$ cat src/rtl/rnd_reg_pkg.sv
package rnd_reg_pkg;

    typedef enum logic [0:0] {
        ST_FILL = 1'b0,
        ST_FULL = 1'b1
    } fill_state_e;

endpackage

$ cat src/rtl/rnd_fill_fsm.sv
module rnd_fill_fsm
    import rnd_reg_pkg::*;
(
    input  logic clk,
    input  logic rst_n,
    input  logic ack,
    input  logic consume,
    output logic req,
    output logic full,
    output logic capture
);

    fill_state_e state_q;
    fill_state_e state_d;

    always_ff @(posedge clk or negedge rst_n) begin
        if (!rst_n) begin
            state_q <= ST_FILL;
        end else begin
            state_q <= state_d;
        end
    end

    always_comb begin
        state_d = state_q;
        unique case (state_q)
            ST_FILL: if (ack)     state_d = ST_FULL;
            ST_FULL: if (consume) state_d = ST_FILL;
            default:              state_d = ST_FILL;
        endcase
    end

    always_comb begin
        req     = 1'b0;
        full    = 1'b0;
        capture = 1'b0;
        unique case (state_q)
            ST_FILL: begin
                req     = 1'b1;
                capture = ack;
            end
            ST_FULL: begin
                full = 1'b1;
            end
            default: begin
                req = 1'b1;
            end
        endcase
    end

endmodule

$ cat src/rtl/rnd_word_store.sv
module rnd_word_store #(
    parameter int WIDTH = 32
) (
    input  logic             clk,
    input  logic             rst_n,
    input  logic             capture,
    input  logic             consume,
    input  logic [WIDTH-1:0] din,
    input  logic             fips_in,
    output logic [WIDTH-1:0] dout,
    output logic             fips_out
);

    logic [WIDTH-1:0] word_q;
    logic             fips_q;

    always_ff @(posedge clk or negedge rst_n) begin
        if (!rst_n) begin
            word_q <= '0;
            fips_q <= 1'b0;
        end else if (capture) begin
            word_q <= din;
            fips_q <= fips_in;
        end else if (consume) begin
            word_q <= '0;
            fips_q <= 1'b0;
        end
    end

    assign dout     = word_q;
    assign fips_out = fips_q;

endmodule

$ cat src/rtl/rnd_read_mux.sv
module rnd_read_mux #(
    parameter int WIDTH    = 32,
    parameter int ADDR_W   = 3,
    parameter int DATA_IDX = 0,
    parameter int STAT_IDX = 1
) (
    input  logic              rd_en,
    input  logic [ADDR_W-1:0] rd_addr,
    input  logic              full,
    input  logic [WIDTH-1:0]  word,
    input  logic              fips,
    output logic [WIDTH-1:0]  rd_data,
    output logic              data_hit
);

    localparam int PAD_W = WIDTH - 2;

    logic             stat_hit;
    logic [WIDTH-1:0] stat_word;

    assign data_hit  = rd_en && (rd_addr == ADDR_W'(DATA_IDX));
    assign stat_hit  = rd_en && (rd_addr == ADDR_W'(STAT_IDX));
    assign stat_word = {{PAD_W{1'b0}}, fips & full, full};

    always_comb begin
        rd_data = '0;
        if (data_hit && full) begin
            rd_data = word;
        end else if (stat_hit) begin
            rd_data = stat_word;
        end
    end

endmodule

$ cat src/rtl/rnd_word_reg.sv
module rnd_word_reg #(
    parameter int WIDTH    = 32,
    parameter int ADDR_W   = 3,
    parameter int DATA_IDX = 0,
    parameter int STAT_IDX = 1
) (
    input  logic              clk,
    input  logic              rst_n,
    input  logic              rd_en,
    input  logic [ADDR_W-1:0] rd_addr,
    output logic [WIDTH-1:0]  rd_data,
    output logic              ent_req,
    input  logic              ent_ack,
    input  logic [WIDTH-1:0]  ent_data,
    input  logic              ent_fips
);

    logic             full_q;
    logic             capture;
    logic             data_hit;
    logic             consume;
    logic [WIDTH-1:0] held_word;
    logic             held_fips;

    assign consume = data_hit && full_q;

    rnd_fill_fsm u_fsm (
        .clk     (clk),
        .rst_n   (rst_n),
        .ack     (ent_ack),
        .consume (consume),
        .req     (ent_req),
        .full    (full_q),
        .capture (capture)
    );

    rnd_word_store #(
        .WIDTH (WIDTH)
    ) u_store (
        .clk      (clk),
        .rst_n    (rst_n),
        .capture  (capture),
        .consume  (consume),
        .din      (ent_data),
        .fips_in  (ent_fips),
        .dout     (held_word),
        .fips_out (held_fips)
    );

    rnd_read_mux #(
        .WIDTH    (WIDTH),
        .ADDR_W   (ADDR_W),
        .DATA_IDX (DATA_IDX),
        .STAT_IDX (STAT_IDX)
    ) u_mux (
        .rd_en    (rd_en),
        .rd_addr  (rd_addr),
        .full     (full_q),
        .word     (held_word),
        .fips     (held_fips),
        .rd_data  (rd_data),
        .data_hit (data_hit)
    );

endmodule

$ cat config.mk
export PLATFORM = sky130hd
export DESIGN_NAME = rnd_word_reg
export DESIGN_NICKNAME = d
export VERILOG_FILES = /design/src/rtl/rnd_reg_pkg.sv /design/src/rtl/rnd_fill_fsm.sv /design/src/rtl/rnd_word_store.sv /design/src/rtl/rnd_read_mux.sv /design/src/rtl/rnd_word_reg.sv
export SDC_FILE = /design/constraint.sdc
export NUM_CORES = 1
export LEC_CHECK = 0
export ABC_AREA = 0
export BUFFER_PORTS_ARGS = -buffer_cell sky130_fd_sc_hd__buf_2
export CORE_MARGIN = 5
export CORE_UTILIZATION = 29
export CTS_CLUSTER_DIAMETER = 150
export DETAILED_ROUTE_END_ITERATION = 8
export GPL_ROUTABILITY_DRIVEN = 0
export GPL_TIMING_DRIVEN = 1
export HOLD_SLACK_MARGIN = 0.08
export SLEW_MARGIN = 15
export SYNTH_ARGS = -nofsm -noshare
export SYNTH_HDL_FRONTEND = slang
export SYNTH_SLANG_ARGS = --single-unit
export TNS_END_PERCENT = 10
$ cat constraint.sdc
create_clock -name clk -period 1.5 [get_ports clk]
set_clock_uncertainty 0.15 [all_clocks]
set_input_delay 0.3 -clock clk [delete_from_list [all_inputs] [get_ports clk]]
set_output_delay 0.3 -clock clk [all_outputs]
set_load 0.02 [all_outputs]
Word-level counts from Yosys, hierarchy flattened
Cells that the tools add are included.
- flip-flop bits (word level): 34
- input port bits: 40
- eq/ne operators: 1
- multiplexer cells: 12
- bitwise logic cells: 2
- reduce and logical (&&, ||, !) cells: 5
- operator list (cell ; number):
    $mux 32 ; 3
    $mux 1 ; 7
    $eq 3x1->1 const B ; 1
    $logic_and 1x1->1 ; 3
    $logic_not 3->1 ; 1
    $mux 2 ; 1
    $pmux 1 s2 ; 1
    $reduce_bool 2->1 ; 1
    $and 1x1->1 ; 1
    $not 1->1 ; 1

Depth between registers and ports, before layout
- depth in word-level cells: 5
- depth in mapped cells: 5
- mapped depth without buffers: 3

Hierarchy
Synthesis repeated with hierarchy kept, for this count alone.
- cell total of the unflattened synthesis: 121
- area total of the unflattened synthesis: 1550.2 um^2
- modules (own cells, without submodules) (module ; times used ; cells an instance ; area each (um^2) ; seq. area each (um^2)):
    rnd_word_store ; 1 ; 74 ; 1208.7 ; 825.8
    rnd_read_mux ; 1 ; 42 ; 290.3 ; 0.0
    rnd_fill_fsm ; 1 ; 4 ; 45.0 ; 25.0
    rnd_word_reg ; 1 ; 1 ; 6.3 ; 0.0

Worst setup path after synthesis
Ideal clock, no wire load.
- kind: reg2out
- from: register u_fsm.state_q
- to: output port rd_data[25]
- arrival: 1094 ps
- required time: 1050 ps
- setup slack: -44 ps
- cell stages (with the launch flop): 5
- buffers on the path: 1
- path through: dfrtp_1 > nand4bb_4 > nor2_8 > buf_6 > and2_1
- longest elaborated chain between the ends: 3
- ends and longest elaborated chain (what ; line ; source):
    start: declaration ; rnd_fill_fsm.sv:13 ; fill_state_e state_q;
    start signal: assignment ; rnd_fill_fsm.sv:20 ; state_q <= state_d;
    $mux 1 ; rnd_fill_fsm.sv:37 ; unique case (state_q)
    $logic_and 1x1->1 ; rnd_read_mux.sv:27 ; if (data_hit && full) begin
    $mux 32 ; rnd_read_mux.sv:27 ;
    end: declaration ; rnd_word_reg.sv:11 ; output logic [WIDTH-1:0] rd_data,
Every way passes these cells.

Final worst setup path
- from: register u_fsm.state_q
- to: output port rd_data[19]
Same word-level chain as after synthesis.

==> flow_summary.ini <==
[placed_design]
dpl_worst_slack_ns = -0.238
hpwl_mm = 2.81
port_buffers = 72

[synthesis]
synth.ff_latch_count = 34
muxShareOfSynthArea_pct = 0.603
ys_seq_area_share_pct = 51.3
yosysWarningCount = 0
synth_area_um2 = 1660
syn_nets = 228
synth-compound-area-share_pct = 9.95
synth_top_family_by_area = simple AND/OR/NAND/NOR gates
synthAdderAreaFrac_pct = 0
avgSynthCellArea_um2 = 8.82
synth_cell_types = 14
syn_inst = 188
synth_xor_area_share_pct = 0
yosys.area_share.simple_pct = 31.0

[critical_path]
rr_startpoint = u_fsm.state_q$_DFF_PN0_
critPathCaptureType = primary output
worstPathArrival_ns = 1.44
worstRegToRegCells = 5
r2r_setup_slack_ns = 0.13
critical_path.startpoint = u_fsm.state_q$_DFF_PN0_
critPathMaxFanout = 26
critPathKind = flip-flop to primary output
start_kind = flip-flop
r2r_end = u_store.dout[7]$_DFFE_PN0P_
required_ns = 1.05

[sta]
hold-worst-slack_ns = 0.0940
setup_slack_ns = -0.394
worst_pin_slew_ns = 0.438
hold_viol_final = 0
setup_viol = 32
fmax_mhz = 528
setup_tns_ns = -11.74
maxSlewViolCount = 0
final.min_clock_period_ns = 1.89
fin_crit_sh_pct = 126
rsz0062_at_grt = yes
max-slew-margin-rel_pct = 70.8

[outcome]
outcome = finished with violations
violations = setup timing

[hold_path]
hold_path_depth = 3
hold_end = u_store.dout[3]$_DFFE_PN0P_
hp-class = input pin to flip-flop
min_from = ent_data[3]

[power_and_ir_drop]
p_leak_nw = 1.26
ir_worst_vdd_v = 0.000384
total_power_w = 0.00261
p_per_area_nw_per_um2 = 1030

[clocking]
cts_tree = built
cts_root_buf = clkbuf_8
insertion_delay_ns = 0.27
cts_buffers = 5
numClockSinks = 34
cts_setup_buffers = 0
cts.path.max_buffers = 2
path_clk_slew_ns = 0.07
cts_htree_levels = 2

[global_route]
antenna_found_initial = 0
grt_overflow = 0
grt_pass1_vias = 1509
grt_max_degree = 35
grt_usage_pct = 11.4
grt_pass1_wl_mm = 6.78

[drt]
routedWlPerCell_um = 11.6
drt_pass1_iterations = 4
drc = 0
vias = 1482
viasPerCell = 4.35
drtIter0Drc = 18
ant_nets = 0
drt_wl_total_mm = 3.95

[die]
io_pins = 73
core_um2 = 5540
num_rows = 27
fp.dieW_um = 85.6
chipHeight_um = 85.6
initial_core_util_pct = 29.9
die_area_um2 = 7330

[job]
drv_cap = 0

[cells_and_area]
utilization_pct = 46.0
final_common_cell = nand2_1
drive_gt1_share_pct = 46.8
nNetsFinal = 308
fill_cells = 574
n_antenna_cell = 0
syn2layout_area_growth_pct = 53.6
layout_common_cells = nand2_1 (66), buf_2 (39), dfrtp_1 (34)
-- cell families after synthesis --
| kind of cell | after synthesis |
|---|---|
| buffers and inverters | 15 |
| AO/OA/AOI/OAI | 33 |
| AND/OR/NAND/NOR | 105 |
| multiplexers | 1 |
| flip-flops | 34 |
-- cells in the mapped netlist --
cell type	count	share of area (%)
nand2_1	66	15
nor2_8	1	1.2
inv_1	1	0.23
buf_4	3	1.4
nor2_1	5	1.1
nor2b_1	1	0.38
nand4bb_4	1	1.7
a21oi_1	33	10
and2_1	30	11
buf_6	6	4.1
buf_2	5	1.5
dfrtp_1	34	51
nand2b_1	1	0.38
mux2i_1	1	0.60
-- how the worst max path moves through the flow --
stage | to | depth (start not counted)
5_1_grt | rd_data[19] | 5
3_5_place_dp | rd_data[19] | 6
3_3_place_gp | rd_data[19] | 6
6_report | rd_data[19] | 5
4_1_cts | rd_data[19] | 5
2_1_floorplan | rd_data[25] | 4
-- sequential cells by signal, summed over array words and instances, names as in the netlist --
name	flops
u_store.fips_out	1
u_store.dout	32
u_fsm.state_q	1
-- per-layer routing --
layer	global-route usage (%)	up-vias	routed length, µm
li1	-	749	-
met1	13.5	688	1710
met2	19.6	43	1930
met3	4.03	2	286
met4	3.02	0	19
met5	0	-	0
-- timing repair --
action,in CTS,in global routing
hold buffers,1,0
gates resized for setup,66,5
gates cloned,0,0
endpoints found under the setup margin,33,34
pin swaps,2,2
hold endpoints to repair,34,0
-- final cells by class --
type / instances / area [µm²] / share of cell area (%)
Clock buffer: 6 / 82.6 / 3.24
Clock inverter: 2 / 60.1 / 2.36
Inverter: 1 / 3.75 / 0.147
Multi-Input combinational cell: 139 / 737 / 28.9
Sequential cell: 34 / 851 / 33.4
Tap cell: 72 / 90.1 / 3.53
Timing Repair Buffer: 87 / 724 / 28.4
-- through the flow --
stage | std cells | instance area (µm²)
2_1_floorplan | 188 | 1690
3_3_place_gp | 332 | 2180
3_5_place_dp | 332 | 2180
4_1_cts | 341 | 2540
5_1_grt | 341 | 2550
6_report | 341 | 2550
-- worst max-delay path: stages, from the launching register on --
cell and delay, ns:
dfrtp_1 0.40, nand4bb_4 0.16, nor2_8 0.14, buf_12 0.17, and2_2 0.15, buf_4 0.13
-- where the power goes --
group / switching [W] / internal (W)
logic: 0.000194 / 0.000210
clock network: 0.000329 / 0.000709
registers: 0.0000778 / 0.00109
Power figures use the tool's default switching activity.
